[src/rtl/evt_irq_pkg.sv]
// Package: shared widths and layout helpers for the shared-word interrupt register.
// Assumes the word is 32 bits and that status sits one half-word above enable.
package evt_irq_pkg;
    localparam int WORD_W = 32;
    localparam int HALF_W = WORD_W / 2;

    // Bits of the word that belong to the enable field or to the status field.
    function automatic logic [WORD_W-1:0] field_mask(int n, int base);
        logic [WORD_W-1:0] m;
        m = '0;
        for (int i = 0; i < n; i++) begin
            m[base + i]          = 1'b1;
            m[HALF_W + base + i] = 1'b1;
        end
        return m;
    endfunction
endpackage

[src/rtl/evt_edge_detect.sv]
// Module: evt_edge_detect
// Flags a 0-to-1 change on each event line, combinationally, in the cycle
// where the line is first seen high. Assumes the lines are already in the clk domain.
module evt_edge_detect #(
    parameter int N = 7
) (
    input  logic         clk,
    input  logic         rst_n,
    input  logic [N-1:0] lvl,
    output logic [N-1:0] rise
);
    logic [N-1:0] lvl_q;

    // Remember each line's level from the previous cycle.
    always_ff @(posedge clk) begin
        if (!rst_n) lvl_q <= '0;
        else        lvl_q <= lvl;
    end

    // A rise is high now and low one cycle ago.
    assign rise = lvl & ~lvl_q;
endmodule

[src/rtl/evt_status_bank.sv]
// Module: evt_status_bank
// Sticky per-source status flags: set by an event, cleared by a write-1 strobe.
// An event in the same cycle as a clear wins, so no event is lost.
module evt_status_bank #(
    parameter int N = 7
) (
    input  logic         clk,
    input  logic         rst_n,
    input  logic [N-1:0] set,
    input  logic [N-1:0] clr,
    output logic [N-1:0] status
);
    for (genvar i = 0; i < N; i++) begin : g_flag
        logic flag_q;

        // One sticky flag; set has priority over clear.
        always_ff @(posedge clk) begin
            if (!rst_n)      flag_q <= 1'b0;
            else if (set[i]) flag_q <= 1'b1;
            else if (clr[i]) flag_q <= 1'b0;
        end

        assign status[i] = flag_q;
    end
endmodule

[src/rtl/evt_enable_bank.sv]
// Module: evt_enable_bank
// Per-source enable flags, loaded whole on every write that hits the word.
module evt_enable_bank #(
    parameter int N = 7
) (
    input  logic         clk,
    input  logic         rst_n,
    input  logic         load,
    input  logic [N-1:0] wdata,
    output logic [N-1:0] enable
);
    logic [N-1:0] en_q;

    // Capture the enable field on a write.
    always_ff @(posedge clk) begin
        if (!rst_n)    en_q <= '0;
        else if (load) en_q <= wdata;
    end

    assign enable = en_q;
endmodule

[src/rtl/evt_irq_merge.sv]
// Module: evt_irq_merge
// Registered OR of status AND enable across all sources, giving one level-type
// parent interrupt. Adds one cycle of latency so the output is free of glitches.
module evt_irq_merge #(
    parameter int N = 7
) (
    input  logic         clk,
    input  logic         rst_n,
    input  logic [N-1:0] status,
    input  logic [N-1:0] enable,
    output logic         irq
);
    logic pending;
    logic irq_q;

    // Any source that is both pending and enabled.
    assign pending = |(status & enable);

    // Register the merged request.
    always_ff @(posedge clk) begin
        if (!rst_n) irq_q <= 1'b0;
        else        irq_q <= pending;
    end

    assign irq = irq_q;
endmodule

[src/rtl/evt_irq_word.sv]
// Module: evt_irq_word (top)
// One 32-bit register holds both the enable flags (lower half) and the sticky
// status flags (upper half, write-1-to-clear) for NUM_SRC event lines that start
// at bit BASE. Drives a registered parent interrupt.
// Assumes: NUM_SRC + BASE <= 16, the event lines are synchronous to clk, and
// bus accesses take a single cycle.
module evt_irq_word
    import evt_irq_pkg::*;
#(
    parameter int NUM_SRC  = 7,
    parameter int BASE     = 0,
    parameter int ADDR_W   = 4,
    parameter int REG_ADDR = 0
) (
    input  logic               clk,
    input  logic               rst_n,
    input  logic [NUM_SRC-1:0] src,
    input  logic [ADDR_W-1:0]  bus_addr,
    input  logic               bus_wr,
    input  logic [WORD_W-1:0]  bus_wdata,
    output logic [WORD_W-1:0]  bus_rdata,
    output logic               irq
);
    localparam int ST_LO = HALF_W + BASE;

    if (NUM_SRC < 1 || NUM_SRC + BASE > HALF_W) begin : g_bad_layout
        $error("evt_irq_word: source field does not fit in a half word");
    end

    logic               hit;
    logic               wr_hit;
    logic [NUM_SRC-1:0] rise;
    logic [NUM_SRC-1:0] clr;
    logic [NUM_SRC-1:0] status_q;
    logic [NUM_SRC-1:0] enable_q;
    logic [WORD_W-1:0]  word;

    // Address decode for the single register.
    assign hit    = (bus_addr == ADDR_W'(REG_ADDR));
    assign wr_hit = bus_wr & hit;

    // Write-1-to-clear strobes, taken from the status half of the data.
    assign clr = wr_hit ? bus_wdata[ST_LO +: NUM_SRC] : '0;

    evt_edge_detect #(.N(NUM_SRC)) u_edge (
        .clk   (clk),
        .rst_n (rst_n),
        .lvl   (src),
        .rise  (rise)
    );

    evt_status_bank #(.N(NUM_SRC)) u_status (
        .clk    (clk),
        .rst_n  (rst_n),
        .set    (rise),
        .clr    (clr),
        .status (status_q)
    );

    evt_enable_bank #(.N(NUM_SRC)) u_enable (
        .clk    (clk),
        .rst_n  (rst_n),
        .load   (wr_hit),
        .wdata  (bus_wdata[BASE +: NUM_SRC]),
        .enable (enable_q)
    );

    evt_irq_merge #(.N(NUM_SRC)) u_merge (
        .clk    (clk),
        .rst_n  (rst_n),
        .status (status_q),
        .enable (enable_q),
        .irq    (irq)
    );

    // Put both fields into the word; every other bit stays 0.
    always_comb begin
        word                     = '0;
        word[BASE +: NUM_SRC]    = enable_q;
        word[ST_LO +: NUM_SRC]   = status_q;
    end

    // Read mux: the word at its address, 0 anywhere else.
    assign bus_rdata = hit ? word : '0;
endmodule

[config.mk]
export PLATFORM = sky130hd
export DESIGN_NAME = evt_irq_word
export DESIGN_NICKNAME = d
export VERILOG_FILES = /design/src/rtl/evt_irq_pkg.sv /design/src/rtl/evt_edge_detect.sv /design/src/rtl/evt_status_bank.sv /design/src/rtl/evt_enable_bank.sv /design/src/rtl/evt_irq_merge.sv /design/src/rtl/evt_irq_word.sv
export SDC_FILE = /design/constraint.sdc
export NUM_CORES = 1
export LEC_CHECK = 0
export BUFFER_PORTS_ARGS = -buffer_cell sky130_fd_sc_hd__buf_2
export CAP_MARGIN = 20
export CORE_MARGIN = 2
export CORE_UTILIZATION = 39
export DETAILED_ROUTE_END_ITERATION = 16
export GPL_TIMING_DRIVEN = 0
export MAX_ROUTING_LAYER = met4
export PLACE_DENSITY = 0.78
export SYNTH_ARGS = -nofsm -noshare
export SYNTH_HDL_FRONTEND = slang
export SYNTH_SLANG_ARGS = --single-unit
[constraint.sdc]
create_clock -name clk -period 1 [get_ports clk]
set_input_delay 0.1 -clock clk [delete_from_list [all_inputs] [get_ports clk]]
set_output_delay 0.1 -clock clk [all_outputs]
set_load 0.01 [all_outputs]
Word level (Yosys, flattened, before mapping)
Cells that the tools add are included.
{"block": "word_totals", "register_bits": 22, "latch_bits": 0, "mem_bits_rw": 0, "romBits": 0, "in_bits": 46, "elab_cells": 39, "mem_count": 0}
{"block": "classes", "addsub": 0, "mul": 0, "n_div": 0, "n_lt_le_gt_ge": 0, "eq_ne": 0, "shift": 0, "muxes": 16, "n_bitwise": 4, "n_reduce_logical": 9}
{"op": "23-bit 2-to-1 mux", "count": 1}
{"op": "7-bit bitwise AND", "count": 2}
{"op": "1-bit 2-to-1 mux", "count": 14}
{"op": "2-bit nonzero test", "count": 7}
{"op": "7-bit 2-to-1 mux", "count": 1}
{"op": "7-bit inverter", "count": 1}
{"op": "7-bit OR reduction", "count": 1}
{"op": "4-bit zero test", "count": 1}
{"op": "1-bit bitwise AND", "count": 1}

Depth between registers and ports, before layout
{"block": "logic_depth", "word_depth": 5, "depth_mapped": 4, "ltp_nobuf": 3}

Modules after synthesis
From an unflattened synthesis, not the netlist that was laid out.
{"block": "unflattened", "cells_unflattened": 121, "hier_area_um2": 1147.4}
{"mod": "evt_irq_word", "n_inst": 1, "cells_each": 44, "area_per_inst_um2": 310.3, "seq_area_each_um2": 0.0}
{"mod": "evt_status_bank", "n_inst": 1, "cells_each": 28, "area_per_inst_um2": 289.0, "seq_area_each_um2": 140.1}
{"mod": "evt_enable_bank", "n_inst": 1, "cells_each": 22, "area_per_inst_um2": 265.3, "seq_area_each_um2": 140.1}
{"mod": "evt_edge_detect", "n_inst": 1, "cells_each": 21, "area_per_inst_um2": 227.7, "seq_area_each_um2": 140.1}
{"mod": "evt_irq_merge", "n_inst": 1, "cells_each": 6, "area_per_inst_um2": 55.1, "seq_area_each_um2": 20.0}

Worst setup path before layout
OpenSTA, ideal clock, no wires.
{"block": "synth_path", "path_type": "input port to flip-flop", "startpoint": "input bus_addr[1]", "endpoint": "register u_enable.en_q[0], in the netlist u_enable.enable[0]", "t_arrival_ps": 840, "t_required_ps": 928, "slack_ps": 88, "stages": 4, "n_path_buf": 1, "cell_sequence": "nor4_4 > and2_1 > buf_6 > mux2i_1"}
{"block": "synth_via", "elab_chain_cells": 2}
{"item": "start: declaration", "line_no": "evt_irq_word.sv:18", "source": "input logic [ADDR_W-1:0] bus_addr,"}
{"item": "4-bit zero test", "line_no": "evt_irq_word.sv:39", "source": "assign hit = (bus_addr == ADDR_W'(REG_ADDR));"}
{"item": "1-bit bitwise AND", "line_no": "evt_irq_word.sv:40", "source": "assign wr_hit = bus_wr & hit;"}
{"item": "end signal: assignment", "line_no": "evt_enable_bank.sv:17", "source": "else if (load) en_q <= wdata;"}
{"item": "end: declaration", "line_no": "evt_enable_bank.sv:12", "source": "logic [N-1:0] en_q;"}
No other way between the ends.
A chain may end at the register's enable or synchronous reset.

Final worst setup path
{"block": "layout_path", "startpoint": "input bus_addr[0]", "endpoint": "output bus_rdata[1]"}
{"block": "layout_via", "elab_chain_cells": 2}
{"item": "4-bit zero test", "line_no": "evt_irq_word.sv:39"}
{"item": "23-bit 2-to-1 mux", "line_no": "evt_irq_word.sv:84", "source": "assign bus_rdata = hit ? word : '0;"}
{"item": "end: declaration", "line_no": "evt_irq_word.sv:21", "source": "output logic [WORD_W-1:0] bus_rdata,"}
No other way between the ends.

==> results.sh <==
export IMPL_run_status="complete, but fails checks"
export IMPL_violations="negative setup slack"
export IMPL_cts_sinks=22
export IMPL_clockBufferDepth=2
export IMPL_die_h_microns=55.9
export IMPL_viasPerCell=4.59
export IMPL_hp_class="in2reg"
export IMPL_insertion_delay_ns=0.32
export IMPL_finalNonFillerCells=225
export IMPL_hold_viol_final=0
export IMPL_grt_setup_unrepaired="true"
export IMPL_grt_pass1_vias=1035
export IMPL_tns_ns=-0.989
export IMPL_grt_usage=0.183
export IMPL_max_freq_ghz=0.917
export IMPL_io_buffers=41
export IMPL_grt_pass1_wl_microns=4440
export IMPL_place_inst=212
export IMPL_critPathRequiredTime_ns=0.90
export IMPL_dr_first_iter_drc_count=18
export IMPL_r2r_end="u_merge.irq"
export IMPL_dr_pass1_iters=4
export IMPL_drc=0
export IMPL_syn_area_sq_mm=0.00105
export IMPL_hpwl_microns=1810
export IMPL_ys_warn_count=0
export IMPL_timing_final_ws_setup_ns=-0.0902
export IMPL_place_ws_ns=-0.288
export IMPL_die_w_microns=55.9
export IMPL_finalSetupViolCount=14
export IMPL_ys_seq_area_frac=0.419
export IMPL_rr_worst_depth=2
export IMPL_cts_buffers=3
export IMPL_detail_route_antenna_nets=0
export IMPL_dr_total_vias=1033
export IMPL_regToRegStartpoint="u_status.g_flag[0].flag_q"
export IMPL_grt_max_degree=14
export IMPL_ir_drop_v=0.00101
export IMPL_cts_clk_slew_worst_paths_ns=0.12
export IMPL_htreeDepth=1
export IMPL_period_share=1.09
export IMPL_finalInstanceArea_sq_mm=0.00166
export IMPL_avgSynthCellArea_sq_um=8.49
export IMPL_crit_fanout=6
export IMPL_wl_microns=2700
export IMPL_row_count=18
export IMPL_ys_seq_elements=22
export IMPL_yosysTopAreaCellShare=0.419
export IMPL_cp_start_kind="input port"
export IMPL_final_util=0.659
export IMPL_arrival_ns=0.99
export IMPL_pin_count=79
export IMPL_start_util=0.417
export IMPL_drive_above_1_share=0.446
export IMPL_synth_cell_types=16
export IMPL_startpoint="bus_addr[0]"
export IMPL_routedWlPerCell_microns=12.0
export IMPL_clockRootBuffer="clkbuf_4"
export IMPL_core_sq_mm=0.00252
export IMPL_slew_viol_final=0
export IMPL_drv_cap=0
export IMPL_power_density_mw_per_mm2=1160
export IMPL_overflow=0
export IMPL_place_area_sq_mm=0.00136
export IMPL_crit_end="bus_rdata[1]"
export IMPL_place_gp_congestion=0.784
export IMPL_synth_top_cell_by_area="dfxtp_1"
export IMPL_crit_type="in2out"
export IMPL_skew_ns=0.00930
export IMPL_antenna_found_initial=0
export IMPL_crit_path_end_kind="output port"
export IMPL_die_area_sq_mm=0.00313
export IMPL_syn2layout_area_growth_pct=58.0
export IMPL_period_minus_slack_ns=1.09
export IMPL_p_leak_nw=0.879
export IMPL_n_antenna_cell=0
export IMPL_fin_nets=242
export IMPL_synthTopCellsByArea="dfxtp_1, buf_4, nand2_1, and2_1, mux2i_1"
export IMPL_cts_tree="built"
export IMPL_syn_inst=124
export IMPL_r2r_setup_slack_ns=0.06
## layer usage
layer,GRT usage,routed length [microns],up-vias
li1,-,-,504
met1,0.204,1030,477
met2,0.333,1430,49
met3,0.0233,208,3
met4,0.0646,28,0
met5,-,0,-
## through the flow
stage	total power, mW	hold slack (ns)
6_report	1.94	0.0165
3_3_place_gp	1.20	0.300
3_5_place_dp	1.21	0.308
2_1_floorplan	1.12	0.211
5_1_grt	2.00	0.0320
4_1_cts	1.93	0.0141
## logic make-up (layout without fill, tap and decap cells)
group	Yosys count	after routing	synth area share
other	1	18	0.00356
AND/OR/NAND/NOR	51	51	0.251
buffers and inverters	32	86	0.189
multiplexers	7	7	0.0666
flip-flops	22	22	0.419
AO/OA/AOI/OAI	11	11	0.0713
## how the worst min path moves through the flow
| stage | startpoint | end | slack, ns | depth (start not counted) |
|---|---|---|---|---|
| after CTS | src[0] | u_edge.lvl_q[0] | 0.01 | 3 |
| after global routing | bus_wdata[2] | u_enable.enable[2] | 0.03 | 3 |
| final | src[0] | u_edge.lvl_q[0] | 0.02 | 3 |
| after detailed placement | src[5] | u_edge.lvl_q[5] | 0.31 | 3 |
| after global placement | src[2] | u_edge.lvl_q[2] | 0.30 | 3 |
| after floorplan | src[2] | u_edge.lvl_q[2] | 0.21 | 2 |
## cells in the mapped netlist
| master | n |
|---|---|
| a222oi_1 | 1 |
| dfxtp_1 | 22 |
| and3_1 | 7 |
| a22oi_1 | 2 |
| conb_1 | 1 |
| and2_1 | 15 |
| buf_4 | 18 |
| nor4_4 | 1 |
| o22ai_1 | 7 |
| a31oi_1 | 1 |
| buf_2 | 3 |
| mux2i_1 | 7 |
| nand2_1 | 28 |
| buf_6 | 1 |
| inv_1 | 8 |
| clkbuf_1 | 2 |
## flip-flops by register name, summed over array words and instances (netlist names)
| name | cells |
|---|---|
| u_status.g_flag.flag_q | 7 |
| u_edge.lvl_q | 7 |
| u_enable.enable | 7 |
| u_merge.irq | 1 |
## worst max-delay path, stage by stage
cell    delay (ns)
buf_6         0.10
nor4_4        0.27
buf_6         0.16
buf_6         0.12
and2_4        0.14
buf_6         0.09
## placed cells by master (no fill, tap or decap)
| cell | count |
|---|---|
| clkbuf_4 | 3 |
| a222oi_1 | 1 |
| a22oi_1 | 2 |
| inv_1 | 8 |
| buf_2 | 27 |
| conb_1 | 18 |
| clkbuf_1 | 1 |
| and3_4 | 1 |
| nand2_1 | 28 |
| a31oi_1 | 1 |
| buf_8 | 2 |
| bufinv_16 | 1 |
| and2_1 | 1 |
| buf_4 | 19 |
| and2_4 | 14 |
| buf_6 | 19 |
| nor4_4 | 1 |
| o22ai_1 | 7 |
| dfxtp_1 | 22 |
| dlygate4sd3_1 | 6 |
| mux2i_1 | 7 |
| and3_1 | 6 |
## repair_timing
| action | 4_1_cts | 5_1_grt |
|---|---|---|
| endpoints found under the hold margin | 6 | 0 |
| gates cloned | 1 | 0 |
| setup buffers | 3 | 0 |
| setup endpoints to repair | 14 | 19 |
| pin swaps | 14 | 1 |
| gates resized for setup | 30 | 10 |
| hold buffers | 6 | 0 |
## where the power goes
group / leakage (nW) / switching [mW] / internal (mW)
Sequential: 0.182 / 0.0306 / 0.924
Combinational: 0.670 / 0.132 / 0.161
Clock: 0.0279 / 0.283 / 0.406
Total: 0.879 / 0.445 / 1.49
## layout make-up
| class | instances | area [sq um] |
|---|---|---|
| fillers | 205 | 860 |
| multi-input cells | 87 | 517 |
| flip-flops and latches | 22 | 440 |
| repair buffers | 50 | 399 |
| plain buffers | 24 | 186 |
| well taps | 30 | 37.5 |
| clock inverters | 1 | 30.0 |
| inverters | 8 | 30.0 |
| clock buffers | 3 | 22.5 |
(Power assumes the default switching activity.)
